--- config.mk ---
export PLATFORM = sky130hd
export DESIGN_NAME = apx_cfg_adder
export DESIGN_NICKNAME = d
export VERILOG_FILES = /design/src/rtl/apx_add_pkg.sv /design/src/rtl/apx_lowpart.sv /design/src/rtl/apx_segment.sv /design/src/rtl/apx_lookahead.sv /design/src/rtl/apx_cfg_adder.sv
export SDC_FILE = /design/constraint.sdc
export NUM_CORES = 1
export LEC_CHECK = 0
export BUFFER_PORTS_ARGS = -buffer_cell sky130_fd_sc_hd__buf_2
export CAP_MARGIN = 25
export CORE_MARGIN = 2
export CORE_UTILIZATION = 50
export DETAILED_ROUTE_END_ITERATION = 10
export GPL_TIMING_DRIVEN = 0
export PLACE_DENSITY = 0.73
export SLEW_MARGIN = 20
export SYNTH_ARGS = -nofsm -noshare
export SYNTH_HDL_FRONTEND = slang
export SYNTH_SLANG_ARGS = --single-unit
--- constraint.sdc ---
create_clock -name clk -period 0.8 [get_ports clk]
set_input_delay 0.08 -clock clk [delete_from_list [all_inputs] [get_ports clk]]
set_output_delay 0.08 -clock clk [all_outputs]
set_load 0.005 [all_outputs]
--- src/rtl/apx_add_pkg.sv ---
package apx_add_pkg;

    typedef enum logic [2:0] {
        MODE_EXACT     = 3'd0,
        MODE_LOW_OR    = 3'd1,
        MODE_LOW_XOR   = 3'd2,
        MODE_SEGMENT   = 3'd3,
        MODE_LOOKAHEAD = 3'd4
    } apx_mode_e;

endpackage

--- src/rtl/apx_lowpart.sv ---
// Lower-part approximation: bits below the boundary are OR or XOR,
// the upper part is a true adder with an injected carry.
module apx_lowpart #(
    parameter int WIDTH = 16,
    parameter int BND_W = $clog2(WIDTH + 1)
) (
    input  logic [WIDTH-1:0] a,
    input  logic [WIDTH-1:0] b,
    input  logic [BND_W-1:0] bnd,
    input  logic             use_xor,
    output logic [WIDTH-1:0] sum,
    output logic             cout
);
    localparam int EW = WIDTH + 1;

    logic [EW-1:0] low_mask;
    logic [EW-1:0] edge_bit;
    logic [EW-1:0] up_a;
    logic [EW-1:0] up_b;
    logic [EW-1:0] inj;
    logic [EW-1:0] approx_bits;
    logic [EW-1:0] total;
    logic          cin;

    always_comb begin
        low_mask    = (EW'(1) << bnd) - EW'(1);
        edge_bit    = low_mask ^ (low_mask >> 1);
        cin         = |(edge_bit & {1'b0, a} & {1'b0, b});
        up_a        = {1'b0, a} & ~low_mask;
        up_b        = {1'b0, b} & ~low_mask;
        inj         = cin ? (EW'(1) << bnd) : '0;
        approx_bits = use_xor ? ({1'b0, a} ^ {1'b0, b}) : ({1'b0, a} | {1'b0, b});
        total       = (up_a + up_b + inj) | (approx_bits & low_mask);
        sum         = total[WIDTH-1:0];
        cout        = total[WIDTH];
    end
endmodule

--- src/rtl/apx_segment.sv ---
// Independent slice addition; inter-slice carries are discarded.
module apx_segment #(
    parameter int WIDTH = 16,
    parameter int SEG_W = 4
) (
    input  logic [WIDTH-1:0] a,
    input  logic [WIDTH-1:0] b,
    output logic [WIDTH-1:0] sum,
    output logic             cout
);
    localparam int NSEG = WIDTH / SEG_W;

    for (genvar g = 0; g < NSEG; g++) begin : g_seg
        if (g == NSEG - 1) begin : g_top
            assign {cout, sum[g*SEG_W +: SEG_W]} =
                {1'b0, a[g*SEG_W +: SEG_W]} + {1'b0, b[g*SEG_W +: SEG_W]};
        end else begin : g_mid
            assign sum[g*SEG_W +: SEG_W] = a[g*SEG_W +: SEG_W] + b[g*SEG_W +: SEG_W];
        end
    end
endmodule

--- src/rtl/apx_lookahead.sv ---
// Short-window carry: each carry sees only the LOOK_K positions below it.
module apx_lookahead #(
    parameter int WIDTH  = 16,
    parameter int LOOK_K = 4
) (
    input  logic [WIDTH-1:0] a,
    input  logic [WIDTH-1:0] b,
    output logic [WIDTH-1:0] sum,
    output logic             cout
);
    logic [WIDTH:0] carry_v;

    always_comb begin
        carry_v = '0;
        for (int i = 1; i <= WIDTH; i++) begin
            int   lo;
            logic run;
            lo  = (i > LOOK_K) ? (i - LOOK_K) : 0;
            run = 1'b0;
            for (int j = 0; j < WIDTH; j++) begin
                if (j >= lo && j < i) begin
                    run = (a[j] & b[j]) | ((a[j] ^ b[j]) & run);
                end
            end
            carry_v[i] = run;
        end
        sum  = a ^ b ^ carry_v[WIDTH-1:0];
        cout = carry_v[WIDTH];
    end
endmodule

--- src/rtl/apx_cfg_adder.sv ---
module apx_cfg_adder
    import apx_add_pkg::*;
#(
    parameter int WIDTH  = 16,
    parameter int SEG_W  = 4,
    parameter int LOOK_K = 4,
    parameter int BND_W  = $clog2(WIDTH + 1)
) (
    input  logic             clk,
    input  logic             rst_n,
    input  logic [WIDTH-1:0] opnd_a,
    input  logic [WIDTH-1:0] opnd_b,
    input  logic [2:0]       mode_sel,
    input  logic [BND_W-1:0] lsb_bound,
    output logic [WIDTH-1:0] sum_o,
    output logic             cout_o
);
    localparam int                KLOW     = (LOOK_K < WIDTH) ? LOOK_K : WIDTH;
    localparam logic [WIDTH-1:0]  K_MASK   = WIDTH'((64'd1 << KLOW) - 64'd1);
    localparam logic [WIDTH-1:0]  SEG_MASK = WIDTH'((64'd1 << SEG_W) - 64'd1);

    typedef struct packed {
        logic             cout;
        logic [WIDTH-1:0] sum;
    } res_t;

    res_t             res_d, res_q;
    logic [BND_W-1:0] bnd_c;
    logic [WIDTH-1:0] low_sum, seg_sum, la_sum;
    logic             low_co, seg_co, la_co;

    assign bnd_c = (lsb_bound > BND_W'(WIDTH)) ? BND_W'(WIDTH) : lsb_bound;

    apx_lowpart #(.WIDTH(WIDTH), .BND_W(BND_W)) u_low (
        .a(opnd_a), .b(opnd_b), .bnd(bnd_c),
        .use_xor(mode_sel == MODE_LOW_XOR),
        .sum(low_sum), .cout(low_co)
    );

    apx_segment #(.WIDTH(WIDTH), .SEG_W(SEG_W)) u_seg (
        .a(opnd_a), .b(opnd_b), .sum(seg_sum), .cout(seg_co)
    );

    apx_lookahead #(.WIDTH(WIDTH), .LOOK_K(LOOK_K)) u_la (
        .a(opnd_a), .b(opnd_b), .sum(la_sum), .cout(la_co)
    );

    always_comb begin
        res_d = {1'b0, opnd_a} + {1'b0, opnd_b};
        case (mode_sel)
            MODE_LOW_OR, MODE_LOW_XOR: res_d = {low_co, low_sum};
            MODE_SEGMENT:              res_d = {seg_co, seg_sum};
            MODE_LOOKAHEAD:            res_d = {la_co, la_sum};
            default:                   ;
        endcase
    end

    always_ff @(posedge clk or negedge rst_n) begin
        if (!rst_n) res_q <= '0;
        else        res_q <= res_d;
    end

    assign sum_o  = res_q.sum;
    assign cout_o = res_q.cout;

    initial begin
        assert (WIDTH % SEG_W == 0) else $error("WIDTH must be a multiple of SEG_W");
    end

    assert_exact_sum_R1: assert property (@(posedge clk) disable iff (!rst_n)
        (mode_sel == 3'd0) |=> ({cout_o, sum_o} == ({1'b0, $past(opnd_a)} + {1'b0, $past(opnd_b)})));

    assert_or_lsb_R2: assert property (@(posedge clk) disable iff (!rst_n)
        (mode_sel == 3'd1 && lsb_bound != 0) |=> (sum_o[0] == ($past(opnd_a[0]) | $past(opnd_b[0]))));

    assert_xor_lsb_R3: assert property (@(posedge clk) disable iff (!rst_n)
        (mode_sel == 3'd2 && lsb_bound != 0) |=> (sum_o[0] == ($past(opnd_a[0]) ^ $past(opnd_b[0]))));

    assert_clamp_full_or_R4: assert property (@(posedge clk) disable iff (!rst_n)
        (mode_sel == 3'd1 && lsb_bound >= BND_W'(WIDTH)) |=>
        (sum_o == ($past(opnd_a) | $past(opnd_b)) &&
         cout_o == ($past(opnd_a[WIDTH-1]) & $past(opnd_b[WIDTH-1]))));

    assert_zero_bound_exact_R5: assert property (@(posedge clk) disable iff (!rst_n)
        ((mode_sel == 3'd1 || mode_sel == 3'd2) && lsb_bound == 0) |=>
        ({cout_o, sum_o} == ({1'b0, $past(opnd_a)} + {1'b0, $past(opnd_b)})));

    assert_low_slice_R6: assert property (@(posedge clk) disable iff (!rst_n)
        (mode_sel == 3'd3) |=> (((sum_o ^ ($past(opnd_a) + $past(opnd_b))) & SEG_MASK) == '0));

    assert_window_low_exact_R7: assert property (@(posedge clk) disable iff (!rst_n)
        (mode_sel == 3'd4) |=> (((sum_o ^ ($past(opnd_a) + $past(opnd_b))) & K_MASK) == '0));

    assert_spare_codes_R9: assert property (@(posedge clk) disable iff (!rst_n)
        (mode_sel >= 3'd5) |=> ({cout_o, sum_o} == ({1'b0, $past(opnd_a)} + {1'b0, $past(opnd_b)})));
endmodule

Word level (Yosys, flattened, before mapping). Index checks and enable logic that the tools add are counted.

Logic and storage cells: 143. Output and inout port bits: 17. Register bits after elaboration: 17.

Shifts and indexed selects: 1. Order comparisons: 1. Reductions and logical operators: 2. Mux-type cells: 4. Equal/unequal tests: 4. $add $sub $neg: 8. Bitwise operators: 121.

Operators by type and width (number): 1-bit AND (55); 17-bit case mux with 3 select lines (1); 16-bit XOR (3); 1-bit bitwise OR (39); 17-bit adder (2); 16-bit by 17-bit AND with 17-bit output (2); 17-bit by 16-bit AND with 17-bit output (2); 17-bit two-way mux (2); 16-bit by 16-bit adder with 17-bit output (1); 17-bit AND (1); 17-bit inverter (1); 17-bit bitwise OR (1); 17-bit OR reduction (1); 1-bit by 5-bit << shifter with 17-bit output, first input constant (1); 17-bit by 2-bit subtractor with 17-bit output, second input constant (1); 17-bit by 16-bit XOR with 17-bit output (1); 16-bit bitwise OR (1); 1-bit XOR (15); 4-bit adder (3); 3-bit by 2-bit == test with 1-bit output, second input constant (2); 4-bit by 4-bit adder with 5-bit output (1); 5-bit greater-than comparator, second input constant (1); 5-bit two-way mux (1); 3-bit by 1-bit == test with 1-bit output, second input constant (1); 2 further kinds (2).

Longest topological paths before layout.
Depth after elaboration: 12. Mapped depth: 26. Gate-level depth less buffers: 23.

By module. From an unflattened synthesis, not the netlist that was laid out.

Cell total of the unflattened synthesis: 782. Area total of the unflattened synthesis: 5824.3 um^2.

By module, submodules not included: apx_lowpart (cells an instance 402, instances 1, area an instance 2646.3 um^2); apx_cfg_adder (cells an instance 257, instances 1, area an instance 2102.0 um^2); apx_lookahead (cells an instance 81, instances 1, area an instance 641.9 um^2); apx_segment (cells an instance 42, instances 1, area an instance 434.2 um^2).

Worst setup path after synthesis. No wires, ideal clock.

Path kind: input to register. Start point: input lsb_bound[2]. End point: register res_q (netlist bit sum_o[14]). Slack: -4.660 ns. Stages on the path: 23. Library setup time: 0.148 ns. Required time: 0.652 ns. Buffers on the path: 1. Arrival: 5.312 ns. Cells stage by stage: buf_2 -> or3_1 -> nor3_2 -> inv_1 -> ha_1 -> or3_1 -> o31ai_2 -> a21oi_2 -> xnor2_1 -> o2111ai_1 -> nor4b_4 -> or2_2 -> fa_1 -> inv_1 -> ha_1 -> a211oi_1 -> o21ai_0 -> a31o_2 -> nor3_1 -> nor3_1 -> or4_1 -> a211oi_1 -> a211oi_1.

RTL lines: from (decl) (RTL line apx_cfg_adder.sv:14) `input logic [BND_W-1:0] lsb_bound,`; to (signal assigned) (RTL line apx_cfg_adder.sv:60) `else res_q <= res_d;`; to (decl) (RTL line apx_cfg_adder.sv:27) `res_t res_d, res_q;`.

==> flow_results.xml <==
<?xml version="1.0" encoding="UTF-8"?>
<metrics>
  <group name="synth">
    <metric name="number_of_instances_in_the_synthesized_netlist" unit="">666</metric>
    <metric name="post_synth_num_cell_types" unit="">71</metric>
    <metric name="post_synthesis_async_set_or_reset_flop_share" unit="">1.00</metric>
    <metric name="share_of_synthesized_area_occupied_by_flip_flops_and_latches" unit="">0.0895</metric>
    <metric name="syn-num-nets" unit="">782</metric>
    <metric name="synth_seq_cells" unit="">17</metric>
    <metric name="ys.warnings.count" unit="">0</metric>
    <metric name="synth_edf_count" unit="">0</metric>
    <metric name="syn_area_per_cell" unit="µm²">7.13</metric>
    <metric name="dominantRegCellSynth" unit="">dfrtp_1</metric>
    <metric name="syn_area" unit="µm²">4750</metric>
  </group>
  <group name="place">
    <metric name="count_of_input_and_output_buffers" unit="">54</metric>
    <metric name="post-dp-hpwl" unit="µm">12600</metric>
    <metric name="place_ws" unit="ns">-5.65</metric>
    <metric name="gp_routability_congestion" unit="">1.10</metric>
  </group>
  <group name="power">
    <metric name="worst_ir_drop_vdd" unit="mV">0.604</metric>
    <metric name="comb_power_share" unit="">0.688</metric>
    <metric name="seq_power_share" unit="">0.200</metric>
    <metric name="cell_internal_pwr" unit="mW">2.91</metric>
    <metric name="power.density" unit="nW/µm²">890</metric>
    <metric name="p_clk_frac" unit="">0.112</metric>
    <metric name="power.switching" unit="mW">2.39</metric>
    <metric name="swShare" unit="">0.452</metric>
    <metric name="cellLeakagePower" unit="nW">2.73</metric>
  </group>
  <group name="die">
    <metric name="die_y" unit="µm">101</metric>
    <metric name="top_level_ports" unit="">59</metric>
    <metric name="dieWidth" unit="µm">101</metric>
    <metric name="die-area" unit="µm²">10300</metric>
    <metric name="fp-row-count" unit="">35</metric>
    <metric name="core_area" unit="µm²">9240</metric>
    <metric name="floorplan.initialDensity" unit="">0.514</metric>
  </group>
  <group name="sta">
    <metric name="layout_worst_path_cycle_share" unit="">6.30</metric>
    <metric name="grt_setup_unrepaired" unit="">yes</metric>
    <metric name="slew_headroom" unit="">0.425</metric>
    <metric name="timing_worst_slew_pin_value" unit="ns">0.856</metric>
    <metric name="hold_viol_final" unit="">0</metric>
    <metric name="finalWorstPathRequiredPeriod" unit="ns">5.04</metric>
    <metric name="fin_hold_ws" unit="ns">0.277</metric>
    <metric name="final_max_slew_viol_count" unit="">0</metric>
    <metric name="timing.fmax" unit="GHz">0.199</metric>
    <metric name="final_setup_violation_count" unit="">18</metric>
    <metric name="post-route-worst-setup-slack" unit="ns">-4.24</metric>
  </group>
  <group name="clock_network">
    <metric name="cts_tree" unit="">done</metric>
    <metric name="clock_tree.root_cell" unit="">clkbuf_8</metric>
    <metric name="cts_inserted_buffers" unit="">3</metric>
    <metric name="clock_path_buffers" unit="">2</metric>
    <metric name="clkSlewWorstSetupHoldPaths" unit="ns">0.06</metric>
    <metric name="cts-htree-levels" unit="">1</metric>
    <metric name="cts_num_sinks" unit="">17</metric>
  </group>
  <group name="global_routing">
    <metric name="grt_first_pass_wirelength" unit="µm">25000</metric>
    <metric name="first_global_vias" unit="">5027</metric>
    <metric name="grt_max_degree" unit="">18</metric>
    <metric name="globalRoute.totalOverflow" unit="">0</metric>
    <metric name="grt_usage" unit="">0.306</metric>
    <metric name="antenna_found_initial" unit="">0</metric>
  </group>
  <group name="finish">
    <metric name="layout-area-overhead-vs-synth" unit="%">25.3</metric>
    <metric name="fin_nets" unit="">863</metric>
    <metric name="nFillCells" unit="">801</metric>
    <metric name="final_layout_size_suffix_gt1_frac" unit="">0.229</metric>
    <metric name="num_antenna_cells" unit="">0</metric>
    <metric name="postLayoutCoreUtil" unit="">0.644</metric>
  </group>
  <group name="routing">
    <metric name="detailedRoute.firstIterationViolations" unit="">457</metric>
    <metric name="drt-pass1-iter-count" unit="">5</metric>
    <metric name="remaining_drc_errors" unit="">0</metric>
    <metric name="routed_wirelength" unit="µm">15900</metric>
    <metric name="detail-route-antenna-nets" unit="">0</metric>
    <metric name="drt-vias-per-instance" unit="">6.00</metric>
    <metric name="detail_route.wl_per_cell" unit="µm">18.2</metric>
    <metric name="vias" unit="">5247</metric>
  </group>
  <group name="hold_path">
    <metric name="hold_path_class" unit="">input port to async pin</metric>
  </group>
  <group name="critical_path">
    <metric name="crit_required" unit="ns">0.88</metric>
    <metric name="timing.critical_path.fanout_max" unit="">8</metric>
    <metric name="timing.critical_path.arrival" unit="ns">5.11</metric>
    <metric name="crit_type" unit="">input port to register</metric>
    <metric name="worst_setup_path_start_kind" unit="">input port</metric>
    <metric name="critical_path_sink_type" unit="">register</metric>
  </group>
  <group name="job">
    <metric name="drv.max_cap_violation_count" unit="">0</metric>
  </group>
  <group name="run_status">
    <metric name="status" unit="">finished, violations left</metric>
    <metric name="violations_in_the_final_reports" unit="">negative setup slack</metric>
  </group>
</metrics>
==> worst max-delay path, cell delays in order <==
cell and delay (ns):
buf_12 0.10, or3_4 0.39, nor3_4 0.15, inv_2 0.06, ha_4 0.19, and3_1 0.19
a31o_2 0.21, a21oi_1 0.41, a32oi_1 0.17, o2111ai_2 0.17, nor4b_4 0.09, buf_12 0.15
or2_4 0.26, fa_1 0.56, inv_2 0.06, ha_4 0.25, a211oi_4 0.28, o21ai_2 0.09
a31o_4 0.26, nor3_4 0.14, nor3_2 0.07, or4_4 0.42, a211oi_2 0.28, a211oi_2 0.08
==> power groups by stage <==
stage          Sequential [mW]  Clock, mW  Combinational (mW)
2_1_floorplan             1.11          0                2.15
3_3_place_gp              1.08          0                3.11
3_5_place_dp              1.07          0                3.16
4_1_cts                   1.06      0.610                3.45
5_1_grt                   1.08      0.654                3.99
6_report                  1.06      0.593                3.65
==> state kept, by name, indices dropped and copies added, names as in the netlist <==
name and flops:
sum_o 16, cout_o 1
==> final cells by class <==
cell class                 count  area, µm²  share of cell area
buffer                        33        208              0.0349
clock buffer                   4       45.0             0.00757
inverter                      74        278              0.0467
multi-input combinational    542       4360               0.732
sequential                    17        425              0.0715
tap                          129        161              0.0271
timing repair buffer          76        477              0.0801
==> cell usage after synthesis (all sizes together), types with 8 or more instances <==
| library cell | n | area [µm²] |
|---|---|---|
| buf | 8 | 38.8 |
| xor2 | 12 | 105 |
| nand2b | 8 | 50.1 |
| ha | 48 | 601 |
| a211oi | 17 | 128 |
| dfrtp | 17 | 425 |
| inv | 74 | 278 |
| o21ai | 37 | 185 |
| nand2 | 76 | 285 |
| a21oi | 60 | 304 |
| a21o | 17 | 128 |
| nor2b | 15 | 93.8 |
| nor2 | 51 | 194 |
| nor3 | 22 | 126 |
| clkbuf | 25 | 93.8 |
| nand3 | 11 | 55.1 |
| xnor2 | 26 | 228 |
| fa | 26 | 521 |
==> routing by layer <==
layer	part of all wire	track usage
met5	0	0
met4	0.037	0.117
met3	0.071	0.0179
met2	0.46	0.516
met1	0.43	0.413
==> kinds of logic after synthesis <==
logic type	synth area share
simple gates	0.238
xor+xnor	0.0701
flops	0.0895
fa+ha+maj	0.236
mux	0.00448
compound gates	0.276
buf+inv	0.0864
==> worst max-delay path by stage <==
stage                             from         to  slack [ns]  cells past startpoint
after global routing      lsb_bound[2]  sum_o[14]       -4.32                     24
final                     lsb_bound[2]  sum_o[14]       -4.24                     24
after floorplan           lsb_bound[2]  sum_o[14]       -4.25                     24
after detailed placement  lsb_bound[0]  sum_o[15]       -5.65                     24
after CTS                 lsb_bound[2]  sum_o[14]       -4.12                     24
after global placement    lsb_bound[0]  sum_o[14]       -5.49                     24
==> metrics by stage <==
step / area, µm² / power (mW) / cells / setup TNS, ns
4_1_cts: 5790 / 5.12 / 870 / -61.49
2_1_floorplan: 4910 / 3.26 / 666 / -63.13
6_report: 5950 / 5.30 / 875 / -64.43
3_3_place_gp: 5340 / 4.18 / 849 / -83.42
5_1_grt: 5950 / 5.73 / 875 / -66.65
3_5_place_dp: 5340 / 4.24 / 849 / -85.76
==> placed cells by master (no fill, tap or decap), types with 19 or more instances in the layout <==
cell,n
a21oi_1,52
buf_2,54
buf_4,19
clkbuf_1,24
fa_1,23
ha_1,41
inv_1,69
nand2_1,72
nor2_1,46
o21ai_0,21
xnor2_1,25
==> timing repair <==
item | in CTS | in global routing
gates resized for setup | 57 | 29
endpoints found under the hold margin | 17 | 0
setup endpoints to repair | 22 | 34
buffers inserted | 17 | 5
pin swaps | 35 | 20
hold buffers | 1 | 0
Note: power is estimated with default switching activity, not from simulation.
